## src/rtl/pll_seq_pkg.sv

```systemverilog
package pll_seq_pkg;

  typedef enum logic [2:0] {
    S_IDLE, S_GATE, S_BAND, S_DIVW, S_WLOCK, S_WUPD, S_ENABLE, S_DONE
  } seq_state_t;

  localparam int DIV_W      = 24;
  localparam int BAND_LSB   = 16;
  localparam int CALEN_BIT  = 24;
  localparam int CAL_LSB    = 27;
  localparam int UPD_BIT    = 30;
  localparam logic [2:0] CAL_CODE  = 3'd2;
  localparam logic [1:0] BAND_SLOW = 2'd2;
  localparam logic [1:0] BAND_FAST = 2'd3;

  function automatic logic [1:0] band_code(logic [63:0] rate, logic [63:0] split);
    return (rate < split) ? BAND_SLOW : BAND_FAST;
  endfunction

  function automatic logic [31:0] lo_mask();
    return 32'h3 << BAND_LSB;
  endfunction

  function automatic logic [31:0] lo_word(logic [1:0] code);
    return {30'd0, code} << BAND_LSB;
  endfunction

  function automatic logic [31:0] hi_mask();
    logic [31:0] m;
    m = {{(32-DIV_W){1'b0}}, {DIV_W{1'b1}}};
    m[CALEN_BIT] = 1'b1;
    m[CAL_LSB +: 3] = 3'b111;
    m[UPD_BIT] = 1'b1;
    return m;
  endfunction

  function automatic logic [31:0] hi_word(logic [DIV_W-1:0] div);
    logic [31:0] w;
    w = {{(32-DIV_W){1'b0}}, div};
    w[CALEN_BIT] = 1'b1;
    w[CAL_LSB +: 3] = CAL_CODE;
    w[UPD_BIT] = 1'b1;
    return w;
  endfunction

endpackage

```

## src/rtl/pll_seq_tick.sv

```systemverilog
module pll_seq_tick #(
  parameter int TICK_DIV = 200
) (
  input  logic clk,
  input  logic rst_n,
  input  logic run,
  output logic tick
);
  localparam int CW = (TICK_DIV > 1) ? $clog2(TICK_DIV) : 1;
  localparam logic [CW-1:0] LAST = CW'(TICK_DIV - 1);

  logic [CW-1:0] cnt;

  assign tick = run && (cnt == LAST);

  always_ff @(posedge clk or negedge rst_n) begin
    if (!rst_n)       cnt <= '0;
    else if (!run)    cnt <= '0;
    else if (tick)    cnt <= '0;
    else              cnt <= cnt + 1'b1;
  end
endmodule

```

## src/rtl/pll_seq_pollcnt.sv

```systemverilog
module pll_seq_pollcnt #(
  parameter int POLL_LIMIT = 100000
) (
  input  logic clk,
  input  logic rst_n,
  input  logic clr,
  input  logic step,
  output logic last
);
  localparam int PW = $clog2(POLL_LIMIT + 1);
  localparam logic [PW-1:0] LAST = PW'(POLL_LIMIT - 1);

  logic [PW-1:0] cnt;

  assign last = (cnt == LAST);

  always_ff @(posedge clk or negedge rst_n) begin
    if (!rst_n)      cnt <= '0;
    else if (clr)    cnt <= '0;
    else if (step)   cnt <= cnt + 1'b1;
  end
endmodule

```

## src/rtl/pll_seq_wordgen.sv

```systemverilog
module pll_seq_wordgen
  import pll_seq_pkg::*;
(
  input  logic [DIV_W-1:0] div,
  input  logic [1:0]       band,
  output logic [31:0]      lo_mask_w,
  output logic [31:0]      lo_data_w,
  output logic [31:0]      hi_mask_w,
  output logic [31:0]      hi_data_w
);
  always_comb begin
    lo_mask_w = lo_mask();
    lo_data_w = lo_word(band);
    hi_mask_w = hi_mask();
    hi_data_w = hi_word(div);
  end
endmodule

```

## src/rtl/pll_reprog_seq.sv

```systemverilog
module pll_reprog_seq
  import pll_seq_pkg::*;
#(
  parameter int              TICK_DIV   = 200,
  parameter int              POLL_LIMIT = 100000,
  parameter int              VCO_W      = 32,
  parameter logic [VCO_W-1:0] BAND_SPLIT = 32'd2400000000,
  parameter bit              READ_ONLY  = 1'b0
) (
  input  logic             clk,
  input  logic             rst_n,
  input  logic             req_i,
  input  logic [23:0]      req_div_i,
  input  logic [VCO_W-1:0] req_vco_hz_i,
  output logic             lo_we_o,
  output logic [31:0]      lo_wmask_o,
  output logic [31:0]      lo_wdata_o,
  output logic             hi_we_o,
  output logic [31:0]      hi_wmask_o,
  output logic [31:0]      hi_wdata_o,
  output logic             en_we_o,
  output logic             en_wdata_o,
  input  logic             lock_i,
  input  logic             updating_i,
  input  logic [23:0]      hi_q_i,
  output logic [23:0]      div_readback_o,
  output logic             done_o,
  output logic             warn_o
);
  seq_state_t       state, state_nx;
  logic [DIV_W-1:0] div_q;
  logic [1:0]       band_q;
  logic             warn_q;

  // named internal events
  logic accept_w, waiting_w, tick_w, poll_last_w;
  logic phase_adv_w, timeout_w, finish_w;

  generate
    if (READ_ONLY) begin : g_ro
      logic unused_req;
      assign unused_req = req_i;
      assign accept_w   = 1'b0;
    end else begin : g_rw
      assign accept_w = req_i && (state == S_IDLE);
    end
  endgenerate

  assign waiting_w   = (state == S_WLOCK) || (state == S_WUPD);
  assign phase_adv_w = (state == S_WLOCK) && tick_w && lock_i;
  assign finish_w    = (state == S_WUPD)  && tick_w && !updating_i;
  assign timeout_w   = tick_w && poll_last_w &&
                       (((state == S_WLOCK) && !lock_i) ||
                        ((state == S_WUPD)  &&  updating_i));

  pll_seq_tick #(.TICK_DIV(TICK_DIV)) u_tick (
    .clk(clk), .rst_n(rst_n), .run(waiting_w), .tick(tick_w)
  );

  pll_seq_pollcnt #(.POLL_LIMIT(POLL_LIMIT)) u_poll (
    .clk(clk), .rst_n(rst_n),
    .clr(!waiting_w || phase_adv_w),
    .step(tick_w),
    .last(poll_last_w)
  );

  pll_seq_wordgen u_word (
    .div(div_q), .band(band_q),
    .lo_mask_w(lo_wmask_o), .lo_data_w(lo_wdata_o),
    .hi_mask_w(hi_wmask_o), .hi_data_w(hi_wdata_o)
  );

  always_comb begin
    state_nx = state;
    unique case (state)
      S_IDLE:   if (accept_w) state_nx = S_GATE;
      S_GATE:   state_nx = S_BAND;
      S_BAND:   state_nx = S_DIVW;
      S_DIVW:   state_nx = S_WLOCK;
      S_WLOCK:  if (phase_adv_w) state_nx = S_WUPD;
                else if (timeout_w) state_nx = S_ENABLE;
      S_WUPD:   if (finish_w || timeout_w) state_nx = S_ENABLE;
      S_ENABLE: state_nx = S_DONE;
      S_DONE:   state_nx = S_IDLE;
      default:  state_nx = S_IDLE;
    endcase
  end

  always_ff @(posedge clk or negedge rst_n) begin
    if (!rst_n) begin
      state  <= S_IDLE;
      div_q  <= '0;
      band_q <= BAND_SLOW;
      warn_q <= 1'b0;
    end else begin
      state <= state_nx;
      if (accept_w) begin
        div_q  <= req_div_i;
        band_q <= band_code(64'(req_vco_hz_i), 64'(BAND_SPLIT));
        warn_q <= 1'b0;
      end else if (timeout_w) begin
        warn_q <= 1'b1;
      end
    end
  end

  assign en_we_o        = (state == S_GATE) || (state == S_ENABLE);
  assign en_wdata_o     = (state == S_ENABLE);
  assign lo_we_o        = (state == S_BAND);
  assign hi_we_o        = (state == S_DIVW);
  assign done_o         = (state == S_DONE);
  assign warn_o         = warn_q;
  assign div_readback_o = hi_q_i;
endmodule

```

## config.mk

```make
export PLATFORM = sky130hd
export DESIGN_NAME = pll_reprog_seq
export DESIGN_NICKNAME = d
export VERILOG_FILES = /design/src/rtl/pll_seq_pkg.sv /design/src/rtl/pll_seq_tick.sv /design/src/rtl/pll_seq_pollcnt.sv /design/src/rtl/pll_seq_wordgen.sv /design/src/rtl/pll_reprog_seq.sv
export SDC_FILE = /design/constraint.sdc
export NUM_CORES = 1
export LEC_CHECK = 0
export BUFFER_PORTS_ARGS = -buffer_cell sky130_fd_sc_hd__buf_2
export CORE_MARGIN = 4
export CORE_UTILIZATION = 35
export CTS_CLUSTER_DIAMETER = 200
export DETAILED_ROUTE_END_ITERATION = 16
export GPL_TIMING_DRIVEN = 0
export PLACE_DENSITY = 0.7
export SLEW_MARGIN = 20
export SYNTH_ARGS = -nofsm -noshare
export SYNTH_HDL_FRONTEND = slang
export SYNTH_SLANG_ARGS = --single-unit
```

## constraint.sdc

```tcl
create_clock -name clk -period 2 [get_ports clk]
set_input_delay 0.1 -clock clk [delete_from_list [all_inputs] [get_ports clk]]
set_output_delay 0.1 -clock clk [all_outputs]
set_load 0.01 [all_outputs]
```

==> results.md <==
* Outcome: finished clean
* CP Depth at 7
* Largest cells by area after synthesis: dfrtp_1, buf_4, mux2_2
* Sequential share of the synthesized area at 37.8%
* Dominant synthesized flop cell: dfrtp_1
* Final ANT Viol Nets at 0
* CTS buffer count at 5
* Sink Count at 54
* Crit Path Max Fanout at 10
* Starting Density at 36.2%
* Peak supply drop at 0.697 mV
* Cells after Synth at 364
* Final min period at 1.87 ns
* Top delay family on crit path: simple AND/OR/NAND/NOR gates
* Layout Utilization at 48.8%
* Endpoints failing setup at 0
* Vias at 2863
* Flops & latches, synth at 54
* Vias per cell at 4.03
* Worst skew pair latency at 0.31 ns
* H-tree levels at 2
* Pins Over Slew Limit at 0
* Vias in the first global route at 2624
* Commonest cells post-synth: buf_4, dfrtp_1, mux2_2
* Number of post-CTS setup repair buffers at 0
* Share of cells above drive strength 1 at 48.6%
* Initial antenna violation count at 0
* GRT overflow at 0
* Hold endpoint: div_q[6]$_DFFE_PN0P_
* Starting DRT DRC Count at 83
* Max-Cap Viols at 0
* Worst-path cell chain: ha_4 > and3b_1 > buf_4 > a21oi_2 > buf_6 > or4_1 > a21oi_1
* Pre-CTS setup slack at 0.0154 ns
* Cell Area, Synth at 3570 sq um
* Reg2reg path depth at 7
* Clock transition at path regs at 0.10 ns
* Die ar. at 11900 sq um
* Final TNS setup at 0 ns
* Worst setup margin at 0.125 ns
* DRT Wirelength at 7790 um
* First-pass GRT wire length at 11800 um
* Capturing point of the worst reg2reg path: u_poll.cnt[8]$_DFFE_PN0P_
* Num rows at 36
* Core Box Area at 9860 sq um
* Yosys top cell area share at 37.8%
* CTS tree: yes
* Count of unique library cells instantiated by Yosys at 47
* Post-synth top area cell: dfrtp_1
* Slowest library cell on the worst path: or4_1
* Post-route DRC at 0
* Count leader, synth: buf_4
* CP Launch Type: flip-flop
* Slew HR at 55.4%
* Clk buf depth at 2
* CP Buf/Inv Count at 2
* Pwr/cell area at 886 nW/um^2
* IO Pins at 243
* Diode count at 0
* Leak pwr at 2.59 nW
* Tightest Pin Transition at 0.669 ns
* Die Y at 109 um
* Total GRT Usage at 12.2%
* Global placer's final weighted congestion at 0.760
* Buffers added on ports at 104
* Synthesis Warnings at 0
* Async SR Flop Fraction at 100%
* Width of the die at 109 um
* Fmax at 533 MHz
* Nets at 664
* Hold path start: req_div_i[6]
* Syn_area_per_cell at 9.82 sq um
* Root Driver: clkbuf_8
* R2R Path Start: u_tick.cnt[0]$_DFF_PN0_
* DP Wirelength at 6280 um
* Max incr delay on CP at 0.49 ns
* Kind of critical path: reg -> reg
* Routed WL per cell at 10.9 um
* Worst EP required at 2.23 ns
* Initial DRT Pass Iterations at 4
* Area growth syn-to-layout at 34.8%
* Largest net degree at the start of global routing at 55
* CP Data Arrival Time at 2.10 ns
* Hold Crit Class: in -> reg
* Final Hold Fails at 0
* RSZ-0062 raised after global routing: no
* Critical path capture point type: flip-flop
* R2R setup slack at 0.13 ns
* Max Clock Skew at 0.00919 ns
* Worst Hold Path Cells at 2
* Post-DP Area at 4640 sq um
* Final Cell Area at 4820 sq um
* Post-synth EDFFs at 0
* Post-route clock period utilization at 93.7%
cells by family after synthesis:
| kind of cell | share of synthesized area (%) |
|---|---|
| other | 0.210 |
| xor gates and xnor gates | 1.72 |
| DFF | 37.8 |
| and+or+nand+nor | 14.0 |
| adders and majority gates | 0.700 |
| AOI/OAI and AO/OA | 6.79 |
| buffers and inverters | 29.2 |
| muxes | 9.52 |
metal layers:
| metal | track usage (%) | vias to the layer above | wire [um] |
|---|---|---|---|
| li1 | - | 1435 | - |
| met1 | 13.6 | 1270 | 2890 |
| met2 | 20.7 | 154 | 3640 |
| met3 | 5.80 | 4 | 1210 |
| met4 | 3.25 | 0 | 52 |
| met5 | 0 | - | 0 |
registers in the layout (all words and copies together), names as in the netlist:
| name | flops |
|---|---|
| u_tick.cnt | 8 |
| div_q | 24 |
| u_poll.cnt | 17 |
| state | 3 |
| band_q | 1 |
| warn_o | 1 |
layout make-up:
type	instances	area, sq um
inverter	7	26.3
multi-input combinational	266	1580
buffer	138	1020
sequential	54	1350
fill	940	5050
tap	133	166
timing repair buffer	105	533
clock buffer	6	82.6
clock inverter	2	60.1
how the worst max path moves through the flow:
stage,startpoint,end
after floorplan,u_tick.cnt[0]$_DFF_PN0_,u_poll.cnt[8]$_DFFE_PN0P_
after detailed placement,u_tick.cnt[0]$_DFF_PN0_,u_poll.cnt[12]$_DFFE_PN0P_
final,u_tick.cnt[0]$_DFF_PN0_,u_poll.cnt[8]$_DFFE_PN0P_
after global routing,u_poll.cnt[0]$_DFFE_PN0P_,u_poll.cnt[10]$_DFFE_PN0P_
after global placement,u_tick.cnt[0]$_DFF_PN0_,u_poll.cnt[14]$_DFFE_PN0P_
after CTS,u_tick.cnt[0]$_DFF_PN0_,u_poll.cnt[6]$_DFFE_PN0P_
power breakdown:
part | total [W] | leakage [nW] | switching [W] | internal [W]
clock | 0.000890 | 0.0714 | 0.000356 | 0.000534
combinational | 0.00182 | 1.83 | 0.000943 | 0.000876
sequential | 0.00156 | 0.697 | 0.000165 | 0.00140
total | 0.00427 | 2.59 | 0.00146 | 0.00281
metrics by stage:
stage	hold WS, ns	power, W	std cells
after detailed placement	0.182	0.00338	702
after global routing	0.000593	0.00458	711
after floorplan	-0.196	0.00277	465
after global placement	0.331	0.00333	702
final	0.0188	0.00427	711
after CTS	0.0118	0.00429	711
layout by cell type, fill, tap and decap left out, drive strengths merged, types with 8 or more instances in the layout:
cell,netlist,layout
buf,137,239
nand3,15,15
clkbuf,1,9
mux2,24,24
nand2,12,12
nor2,10,10
dfrtp,54,54
or3,8,8
a21oi,12,12
conb,2,103
timing repair:
| item | CTS | global route |
|---|---|---|
| hold endpoints to repair | 54 | 0 |
| hold buffers | 1 | 0 |
| gates resized for setup | 1 | 4 |
| gates cloned | 0 | 0 |
| endpoints found under the setup margin | 4 | 14 |
(Power assumes the default switching activity.)
